File: src/rtl/pll_ixport_pkg.sv
package pll_ixport_pkg;

  localparam int DATA_W   = 8;
  localparam int IDX_W    = 6;
  localparam int N_CLK    = 4;
  localparam int CODE_W   = 2;
  localparam int IDX_GEN  = 1;
  localparam int IDX_POST = 2;
  localparam int IDX_EXT  = 3;
  localparam int IDX_FB0  = 4;

  typedef enum logic [1:0] {
    PORT_ADDR = 2'd0,
    PORT_DATA = 2'd1,
    PORT_CLK  = 2'd2,
    PORT_NONE = 2'd3
  } port_e;

  typedef struct packed {
    logic [1:0] ref_div;
    logic [1:0] post_code;
    logic       bad;
  } mem_src_t;

  // one-hot divide ratio from a 2-bit post code
  function automatic logic [3:0] post_ratio(input logic [1:0] code);
    return 4'(1) << code;
  endfunction

  // memory-clock source decode from the low three extended-control bits
  function automatic mem_src_t decode_mem_src(input logic [2:0] code);
    mem_src_t r;
    r.ref_div   = 2'd1;
    r.post_code = 2'd0;
    r.bad       = 1'b0;
    if (code < 3'd4) begin
      r.post_code = code[1:0];
    end else if (code == 3'd4) begin
      r.ref_div = 2'd3;
    end else begin
      r.bad = 1'b1;
    end
    return r;
  endfunction

endpackage

File: src/rtl/pll_addr_latch.sv
module pll_addr_latch #(
  parameter int IDX_W = pll_ixport_pkg::IDX_W
) (
  input  logic             clk,
  input  logic             rst_n,
  input  logic             addr_wr,
  input  logic [IDX_W+1:1] addr_byte,
  output logic [IDX_W-1:0] idx,
  output logic             wr_en
);

  always_ff @(posedge clk or negedge rst_n) begin
    if (!rst_n) begin
      idx   <= '0;
      wr_en <= 1'b0;
    end else if (addr_wr) begin
      idx   <= addr_byte[IDX_W+1:2];
      wr_en <= addr_byte[1];
    end
  end


  addr_capture_chk: assert property (@(posedge clk) disable iff (!rst_n)
    addr_wr |=> (idx == $past(addr_byte[IDX_W+1:2])) && (wr_en == $past(addr_byte[1])));

endmodule

File: src/rtl/pll_reg_bank.sv
module pll_reg_bank
  import pll_ixport_pkg::*;
#(
  parameter int DW    = DATA_W,
  parameter int IW    = IDX_W,
  parameter int NCLK  = N_CLK
) (
  input  logic                     clk,
  input  logic                     rst_n,
  input  logic                     data_wr,
  input  logic                     wr_en,
  input  logic [IW-1:0]            idx,
  input  logic [DW-1:0]            wdata,
  output logic [DW-1:0]            gen_q,
  output logic [DW-1:0]            post_q,
  output logic [DW-1:0]            ext_q,
  output logic [NCLK-1:0][DW-1:0]  fb_q,
  output logic [DW-1:0]            rd_data
);

  logic            commit;
  logic            hit_gen, hit_post, hit_ext;
  logic [NCLK-1:0] hit_fb;

  assign commit   = data_wr && wr_en;
  assign hit_gen  = (idx == IW'(IDX_GEN));
  assign hit_post = (idx == IW'(IDX_POST));
  assign hit_ext  = (idx == IW'(IDX_EXT));

  for (genvar g = 0; g < NCLK; g++) begin : g_fb_hit
    assign hit_fb[g] = (idx == IW'(IDX_FB0 + g));
  end

  always_ff @(posedge clk or negedge rst_n) begin
    if (!rst_n) begin
      gen_q  <= '0;
      post_q <= '0;
      ext_q  <= '0;
      fb_q   <= '0;
    end else if (commit) begin
      if (hit_gen)  gen_q  <= wdata;
      if (hit_post) post_q <= wdata;
      if (hit_ext)  ext_q  <= wdata;
      for (int k = 0; k < NCLK; k++) begin
        if (hit_fb[k]) fb_q[k] <= wdata;
      end
    end
  end

  always_comb begin
    rd_data = '0;
    if (hit_gen)  rd_data = gen_q;
    if (hit_post) rd_data = post_q;
    if (hit_ext)  rd_data = ext_q;
    for (int k = 0; k < NCLK; k++) begin
      if (hit_fb[k]) rd_data = fb_q[k];
    end
  end


  locked_write_chk: assert property (@(posedge clk) disable iff (!rst_n)
    (data_wr && !wr_en) |=> ($stable(gen_q) && $stable(post_q) && $stable(ext_q) && $stable(fb_q)));


  gen_commit_chk: assert property (@(posedge clk) disable iff (!rst_n)
    (data_wr && wr_en && idx == IW'(IDX_GEN)) |=> (gen_q == $past(wdata)));

endmodule

File: src/rtl/pll_sel_decode.sv
module pll_sel_decode
  import pll_ixport_pkg::*;
#(
  parameter int DW   = DATA_W,
  parameter int NCLK = N_CLK,
  parameter int SW   = $clog2(N_CLK)
) (
  input  logic                    clk,
  input  logic                    rst_n,
  input  logic [SW-1:0]           sel,
  input  logic [DW-1:0]           post_q,
  input  logic [NCLK-1:0][DW-1:0] fb_q,
  input  logic [2:0]              ext_code,
  output logic [DW-1:0]           act_fb_div,
  output logic [CODE_W-1:0]       act_post_code,
  output logic [3:0]              act_post_ratio,
  output logic [1:0]              mem_ref_div,
  output logic [1:0]              mem_post_code,
  output logic                    mem_src_bad
);

  mem_src_t mem_src;

  assign act_fb_div     = fb_q[sel];
  assign act_post_code  = post_q[CODE_W*sel +: CODE_W];
  assign act_post_ratio = post_ratio(act_post_code);

  assign mem_src       = decode_mem_src(ext_code);
  assign mem_ref_div   = mem_src.ref_div;
  assign mem_post_code = mem_src.post_code;
  assign mem_src_bad   = mem_src.bad;


  ratio_onehot_chk: assert property (@(posedge clk) disable iff (!rst_n)
    $countones(act_post_ratio) == 1);


  div3_post_zero_chk: assert property (@(posedge clk) disable iff (!rst_n)
    (mem_ref_div == 2'd3) |-> (mem_post_code == 2'd0 && !mem_src_bad));

endmodule

File: src/rtl/pll_ixport.sv
module pll_ixport
  import pll_ixport_pkg::*;
#(
  parameter int DW   = DATA_W,
  parameter int IW   = IDX_W,
  parameter int NCLK = N_CLK,
  localparam int SW  = $clog2(NCLK)
) (
  input  logic          clk,
  input  logic          rst_n,
  input  logic [1:0]    host_port,
  input  logic          host_we,
  input  logic [DW-1:0] host_wdata,
  output logic [DW-1:0] host_rdata,
  output logic [SW-1:0] act_clk,
  output logic [DW-1:0] act_fb_div,
  output logic [1:0]    act_post_code,
  output logic [3:0]    act_post_ratio,
  output logic [1:0]    mem_ref_div,
  output logic [1:0]    mem_post_code,
  output logic          mem_src_bad,
  output logic [DW-1:0] gen_ctl
);

  port_e                   port;
  logic                    addr_wr, data_wr, clk_wr;
  logic [IW-1:0]           idx;
  logic                    wr_en;
  logic [DW-1:0]           post_q, ext_q, bank_rd;
  logic [NCLK-1:0][DW-1:0] fb_q;
  logic [SW-1:0]           sel_q;

  assign port    = port_e'(host_port);
  assign addr_wr = host_we && (port == PORT_ADDR);
  assign data_wr = host_we && (port == PORT_DATA);
  assign clk_wr  = host_we && (port == PORT_CLK);

  pll_addr_latch #(.IDX_W(IW)) u_addr (
    .clk       (clk),
    .rst_n     (rst_n),
    .addr_wr   (addr_wr),
    .addr_byte (host_wdata[IW+1:1]),
    .idx       (idx),
    .wr_en     (wr_en)
  );

  pll_reg_bank #(.DW(DW), .IW(IW), .NCLK(NCLK)) u_bank (
    .clk     (clk),
    .rst_n   (rst_n),
    .data_wr (data_wr),
    .wr_en   (wr_en),
    .idx     (idx),
    .wdata   (host_wdata),
    .gen_q   (gen_ctl),
    .post_q  (post_q),
    .ext_q   (ext_q),
    .fb_q    (fb_q),
    .rd_data (bank_rd)
  );

  always_ff @(posedge clk or negedge rst_n) begin
    if (!rst_n)      sel_q <= '0;
    else if (clk_wr) sel_q <= host_wdata[SW-1:0];
  end
  assign act_clk = sel_q;

  pll_sel_decode #(.DW(DW), .NCLK(NCLK), .SW(SW)) u_dec (
    .clk            (clk),
    .rst_n          (rst_n),
    .sel            (sel_q),
    .post_q         (post_q),
    .fb_q           (fb_q),
    .ext_code       (ext_q[2:0]),
    .act_fb_div     (act_fb_div),
    .act_post_code  (act_post_code),
    .act_post_ratio (act_post_ratio),
    .mem_ref_div    (mem_ref_div),
    .mem_post_code  (mem_post_code),
    .mem_src_bad    (mem_src_bad)
  );

  always_comb begin
    unique case (port)
      PORT_ADDR: host_rdata = {idx, wr_en, 1'b0};
      PORT_DATA: host_rdata = bank_rd;
      PORT_CLK:  host_rdata = DW'(sel_q);
      default:   host_rdata = '0;
    endcase
  end


  clk_select_chk: assert property (@(posedge clk) disable iff (!rst_n)
    clk_wr |=> (act_clk == $past(host_wdata[SW-1:0])));


  clk_hold_chk: assert property (@(posedge clk) disable iff (!rst_n)
    !clk_wr |=> $stable(act_clk));

endmodule

File: config.mk
export PLATFORM = sky130hd
export DESIGN_NAME = pll_ixport
export DESIGN_NICKNAME = d
export VERILOG_FILES = /design/src/rtl/pll_ixport_pkg.sv /design/src/rtl/pll_addr_latch.sv /design/src/rtl/pll_reg_bank.sv /design/src/rtl/pll_sel_decode.sv /design/src/rtl/pll_ixport.sv
export SDC_FILE = /design/constraint.sdc
export NUM_CORES = 1
export LEC_CHECK = 0
export ABC_AREA = 0
export BUFFER_PORTS_ARGS = -buffer_cell sky130_fd_sc_hd__buf_4
export CAP_MARGIN = 30
export CORE_MARGIN = 5
export CORE_UTILIZATION = 50
export DETAILED_ROUTE_END_ITERATION = 10
export PLACE_DENSITY = 0.78
export SLEW_MARGIN = 20
export SYNTH_ARGS = -nofsm -noshare
export SYNTH_HDL_FRONTEND = slang
export SYNTH_HIERARCHICAL = 1
export SYNTH_SLANG_ARGS = --single-unit
File: constraint.sdc
create_clock -name clk -period 1.7 [get_ports clk]
set_input_delay 0.085 -clock clk [delete_from_list [all_inputs] [get_ports clk]]
set_output_delay 0.085 -clock clk [all_outputs]
set_load 0.02 [all_outputs]
==> results.sh, run 1 <==
export IMPL_hold_slack_ns=0.0428
export IMPL_cts_made_buffers=9
export IMPL_grt_pass1_wl_mm=14.9
export IMPL_cts_tree="built"
export IMPL_die_w_um=95.0
export IMPL_yosys_top_cells_count="dfrtp_1, mux2_2, mux2i_1"
export IMPL_ant_nets=0
export IMPL_first_pass_iters=4
export IMPL_ys_ff_latch=65
export IMPL_routed_wl_mm=9.55
export IMPL_core_area_sq_um=7140
export IMPL_start_kind="flip-flop"
export IMPL_critical_path_class="flip-flop to output port"
export IMPL_cp_max_fo=5
export IMPL_synthTopCellsByArea="dfrtp_1, mux2_2, mux4_2"
export IMPL_grt_pass1_vias=2798
export IMPL_antennaDiodeCount=0
export IMPL_max_stage_delay_ns=0.46
export IMPL_ir_drop_mv=0.549
export IMPL_std_cell_rows=31
export IMPL_fmax_mhz=440
export IMPL_synth_edff_count=0
export IMPL_syn_nets=272
export IMPL_ctsLongestPathBuffers=2
export IMPL_place_congestion=0.823
export IMPL_multiInputGateArea_sq_um=1960
export IMPL_hpwlAfterDp_mm=6.23
export IMPL_grt_total_usage=0.223
export IMPL_ys_seq_area_frac=0.450
export IMPL_r2r_cells=6
export IMPL_period_share=1.34
export IMPL_synthesis_area_sq_um=3610
export IMPL_cellLeakagePower_nw=2.24
export IMPL_htreeDepth=3
export IMPL_antenna_found_initial=0
export IMPL_synth_cells=259
export IMPL_syn_to_final_growth_pct=31.4
export IMPL_regArea_sq_um=1630
export IMPL_yosys_warnings=6
export IMPL_crit_slowest_cell="dfrtp_2"
export IMPL_grt_overflow_total=0
export IMPL_yosysMostFrequentCell="dfrtp_1"
export IMPL_synth_distinct_cells=37
export IMPL_final_hold_violation_count=0
export IMPL_clkSlewWorstSetupHoldPaths_ns=0.07
export IMPL_hold_depth=2
export IMPL_period_needed_ns=2.27
export IMPL_crit_arrival_ns=2.19
export IMPL_synth_main_ff_cell="dfrtp_1"
export IMPL_violations="setup timing"
export IMPL_rr_endpoint="u_bank/fb_q[9]$_DFFE_PN0P_"
export IMPL_final_layout_size_suffix_gt1_frac=0.632
export IMPL_cts_sinks=65
export IMPL_cap_violations=0
export IMPL_required_ns=1.62
export IMPL_place_ws_ns=-0.0974
export IMPL_regToRegSetupSlack_ns=-0.28
export IMPL_stdcell_count=447
export IMPL_yosys_area_top_type_share=0.450
export IMPL_vias=2584
export IMPL_viasPerCell=5.78
export IMPL_maxSlewViolCount=0
export IMPL_powerDensity_nw_per_um2=922
export IMPL_start_util=0.506
export IMPL_layout_setup_ws_ns=-0.571
export IMPL_fin_nets=359
export IMPL_finalPower_mw=4.38
export IMPL_async_reset_ff_frac=1.00
export IMPL_grt_max_degree=66
export IMPL_drt_iter0_markers=160
export IMPL_avgSynthCellArea_sq_um=14.0
export IMPL_timing_rr_start="u_addr/idx[5]$_DFFE_PN0P_"
export IMPL_skew_ns=0.00609
export IMPL_yosysTopAreaCell="dfrtp_1"
export IMPL_dieArea_sq_um=9030
export IMPL_relSlewSlack=0.441
export IMPL_whs_endpoint="u_addr/idx[4]$_DFFE_PN0P_"
export IMPL_rsz0062_at_grt="true"
export IMPL_setup_violations=70
export IMPL_ios=50
export IMPL_n_fill_cell=538
export IMPL_tightest_slew_ns=0.839
export IMPL_cts_root_buf="clkbuf_8"
export IMPL_wire_per_inst_um=21.4
export IMPL_fin_util=0.665
export IMPL_min_from="host_wdata[6]"
export IMPL_critPathCaptureType="output port"
export IMPL_drc=0
export IMPL_min_path_type="input pin to flip-flop"
export IMPL_place_inst=422
export IMPL_clock_latency_ns=0.35
export IMPL_path_cells="nor3_2, nand2b_2, o22a_1, a21oi_1, mux2i_1, o2bb2ai_2, buf_4"
export IMPL_portBuffers=48
export IMPL_status="complete, but fails checks"
export IMPL_die_y_um=95.0
## stage by stage
stage / area (sq um) / TNS, ns
5_1_grt: 4750 / -19.23
3_3_place_gp: 4370 / -0.864
6_report: 4750 / -14.62
3_5_place_dp: 4370 / -2.96
4_1_cts: 4730 / -8.84
2_1_floorplan: 3660 / -0.0763
## how the worst max path moves through the flow
stage | startpoint | to | slack (ns) | depth (start not counted)
after floorplan | u_addr/idx[5]$_DFFE_PN0P_ | host_rdata[2] | -0.04 | 6
after global placement | u_addr/idx[1]$_DFFE_PN0P_ | host_rdata[1] | -0.07 | 8
after detailed placement | u_addr/idx[1]$_DFFE_PN0P_ | host_rdata[1] | -0.1 | 8
after CTS | u_addr/idx[5]$_DFFE_PN0P_ | host_rdata[1] | -0.42 | 7
after global routing | u_addr/idx[5]$_DFFE_PN0P_ | host_rdata[1] | -0.67 | 7
final | u_addr/idx[5]$_DFFE_PN0P_ | host_rdata[1] | -0.57 | 7
## cell families after synthesis
family / count (synthesis) / share of synthesized area
buffers and inverters: 15 / 0.0273
other: 1 / 0.00104
AO/OA/AOI/OAI: 33 / 0.0602
AND/OR/NAND/NOR: 47 / 0.0942
flip-flops: 65 / 0.450
multiplexers: 98 / 0.367
## flip-flops by register name (all words and copies together), names as in the netlist
signal,count
act_clk,2
u_addr/wr_en,1
u_bank/fb_q,32
u_bank/post_q,8
u_addr/idx,6
u_bank/gen_q,8
u_bank/ext_q,8
## cells in the final DEF (no fill, tap or decap), types with 3 or more instances in the layout
cell / n
nor3_4: 4
buf_12: 7
buf_6: 20
o21ai_0: 4
dfrtp_2: 4
dfrtp_1: 61
o21ai_1: 3
clkbuf_8: 12
nor2_1: 7
a31oi_1: 4
mux2_2: 60
buf_4: 60
a21oi_1: 5
mux4_2: 16
a22oi_1: 3
nor2_2: 3
mux2i_1: 13
nor2b_1: 4
mux2_4: 9
o22a_1: 6
nand2_1: 6
## final cells by class
class | count | share of cell area
multi-input combinational | 179 | 0.414
sequential | 65 | 0.344
timing repair buffer | 91 | 0.181
clock buffer | 13 | 0.0356
tap | 99 | 0.0261
## power by group
group | internal (mW) | leakage (nW) | switching (mW)
Sequential | 1.69 | 0.879 | 0.170
Combinational | 0.681 | 1.27 | 0.630
Clock | 0.626 | 0.0875 | 0.580
## what timing repair did
item	4_1_cts	5_1_grt
hold endpoints to repair	65	0
gates resized for setup	44	11
buffers inserted	7	5
endpoints found under the setup margin	70	78
cloned	2	0
pin swaps	16	5
hold buffers	1	0
## metal layers
layer  global-route usage  up-vias  wire length (um)
li1                     -     1154                 -
met1                0.295     1346              4190
met2                0.368       69              4740
met3               0.0474       15               457
met4               0.0733        0               170
met5                    0        -                 0
## worst max-delay path, delay by kind of cell (launching register included)
kind            cells  cell delay, ns
mux                 1            0.14
compound gates      3            0.52
simple gates        2            0.56
buf+inv             1            0.15
flops               1            0.46
(Power assumes the default switching activity.)
==> run 2, diff against run 1 <==
--- a/config.mk
+++ b/config.mk
@@ -10,6 +10,7 @@
 export CAP_MARGIN = 30
 export CORE_MARGIN = 5
 export CORE_UTILIZATION = 50
+export CTS_BUF_LIST = sky130_fd_sc_hd__clkbuf_16
 export DETAILED_ROUTE_END_ITERATION = 10
 export PLACE_DENSITY = 0.78
 export SLEW_MARGIN = 20
@@ -17,3 +18,4 @@
 export SYNTH_HDL_FRONTEND = slang
 export SYNTH_HIERARCHICAL = 1
 export SYNTH_SLANG_ARGS = --single-unit
+export TNS_END_PERCENT = 30
==> results.sh, run 2 (synthesis results as in run 1) <==
export IMPL_drt_iter0_markers=179
export IMPL_relSlewSlack=0.451
export IMPL_place_congestion=0.900
export IMPL_viasPerCell=5.92
export IMPL_cp_max_fo=5
export IMPL_finalPower_mw=5.15
export IMPL_critical_path_class="flip-flop to output port"
export IMPL_start_util=0.506
export IMPL_ctsLongestPathBuffers=2
export IMPL_hpwlAfterDp_mm=6.16
export IMPL_clkSlewWorstSetupHoldPaths_ns=0.05
export IMPL_wire_per_inst_um=21.9
export IMPL_min_path_type="input pin to flip-flop"
export IMPL_dieArea_sq_um=9030
export IMPL_ant_nets=0
export IMPL_hold_depth=2
export IMPL_mostFrequentLayoutCells="buf_4, dfrtp_1, mux2_2"
export IMPL_grt_overflow_total=0
export IMPL_fmax_mhz=460
export IMPL_cap_violations=0
export IMPL_htreeDepth=3
export IMPL_period_needed_ns=2.18
export IMPL_violations="setup timing"
export IMPL_grt_max_degree=66
export IMPL_grt_total_usage=0.232
export IMPL_ios=50
export IMPL_clock_latency_ns=0.33
export IMPL_portBuffers=48
export IMPL_crit_arrival_ns=2.09
export IMPL_final_layout_size_suffix_gt1_frac=0.678
export IMPL_largest_register_ffs=32
export IMPL_grt_pass1_vias=2861
export IMPL_cts_tree="built"
export IMPL_multiInputGateArea_sq_um=2100
export IMPL_vias=2737
export IMPL_setup_violations=75
export IMPL_start_kind="flip-flop"
export IMPL_routed_wl_mm=10.1
export IMPL_layout_setup_ws_ns=-0.475
export IMPL_rsz0062_at_grt="true"
export IMPL_regArea_sq_um=1630
export IMPL_drc=0
export IMPL_fin_util=0.720
export IMPL_antennaDiodeCount=0
export IMPL_std_cell_rows=31
export IMPL_r2r_cells=7
export IMPL_die_w_um=95.0
export IMPL_status="complete, but fails checks"
export IMPL_powerDensity_nw_per_um2=1000
export IMPL_tns_ns=-13.97
export IMPL_antenna_found_initial=0
export IMPL_cellLeakagePower_nw=2.40
export IMPL_syn_to_final_growth_pct=42.1
export IMPL_top_register="u_bank/fb_q"
export IMPL_tightest_slew_ns=0.823
export IMPL_cts_sinks=65
export IMPL_place_ws_ns=-0.290
export IMPL_cts_made_buffers=9
export IMPL_ir_drop_mv=0.655
export IMPL_core_area_sq_um=7140
export IMPL_grt_pass1_wl_mm=15.4
export IMPL_period_share=1.28
export IMPL_critPathCaptureType="output port"
export IMPL_skew_ns=0.00488
export IMPL_n_fill_cell=479
export IMPL_cts_root_buf="clkbuf_16"
export IMPL_maxSlewViolCount=0
export IMPL_final_common_cell="buf_4"
export IMPL_required_ns=1.62
export IMPL_first_pass_iters=4
export IMPL_final_hold_violation_count=0
export IMPL_fin_nets=372
export IMPL_die_y_um=95.0
run 2: changes by cell type in the layout (fill, tap and decap cells not counted), sizes merged:
cell	before	now
bufinv	0	1
buf	90	103
clkinv	0	4
clkbuf	13	9
inv	0	1
run 2: per-stage QoR:
step / area [sq um] / hold slack (ns) / cells
after global routing: 5140 / 0.0690 / 462
after CTS: 4930 / 0.0533 / 459
after global placement: 4370 / 0.227 / 425
final: 5140 / 0.0590 / 462
after floorplan: 3650 / -0.211 / 259
after detailed placement: 4370 / 0.243 / 425
run 2: worst paths after layout:
kind	slack, ns	end	start
worst max-delay path	-0.48	host_rdata[5]	u_addr/idx[4]$_DFFE_PN0P_
worst min-delay path	0.06	u_bank/fb_q[27]$_DFFE_PN0P_	host_wdata[3]
worst max register to register	-0.28	u_bank/fb_q[3]$_DFFE_PN0P_	u_addr/idx[3]$_DFFE_PN0P_
worst min register to register	0.50	u_bank/ext_q[7]$_DFFE_PN0P_	u_bank/ext_q[7]$_DFFE_PN0P_
max in group asynchronous	0.71	u_addr/idx[4]$_DFFE_PN0P_	rst_n
min in group asynchronous	0.40	u_bank/ext_q[2]$_DFFE_PN0P_	rst_n
run 2: area by class of cell:
type                    instances  share of cell area
clock buffers                   9              0.0438
flip-flops and latches         65               0.318
repair buffers                104               0.196
clock inverters                 6             0.00999
multi-input cells             179               0.408
well taps                      99              0.0241
run 2: layer usage:
metal | GRT usage | wire length [um] | vias to the layer above
met4 | 0.0962 | 168 | 0
met3 | 0.0403 | 619 | 15
met2 | 0.389 | 5130 | 99
li1 | - | - | 1192
met1 | 0.299 | 4200 | 1431
met5 | 0 | 0 | -
run 2: repair_timing:
item                                    CTS  global route
endpoints found under the setup margin   78            78
pin swaps                                14            17
hold endpoints to repair                 65             0
gates cloned                              2             0
hold buffers                              1             0
buffers inserted                         16             4
resized for setup                        48            49
run 2: power by group:
part | switching (mW) | internal (mW)
combinational | 0.701 | 0.829
sequential | 0.176 | 1.70
clock | 0.640 | 1.10
total | 1.52 | 3.63
run 2: worst max-delay path, stage by stage (launching register included):
cell and delay (ns):
dfrtp_2 0.45, nor4b_4 0.36, buf_4 0.23, o21ai_2 0.07, a21oi_2 0.15, o22a_1 0.16
mux2i_2 0.08, nor2_2 0.12, buf_6 0.13
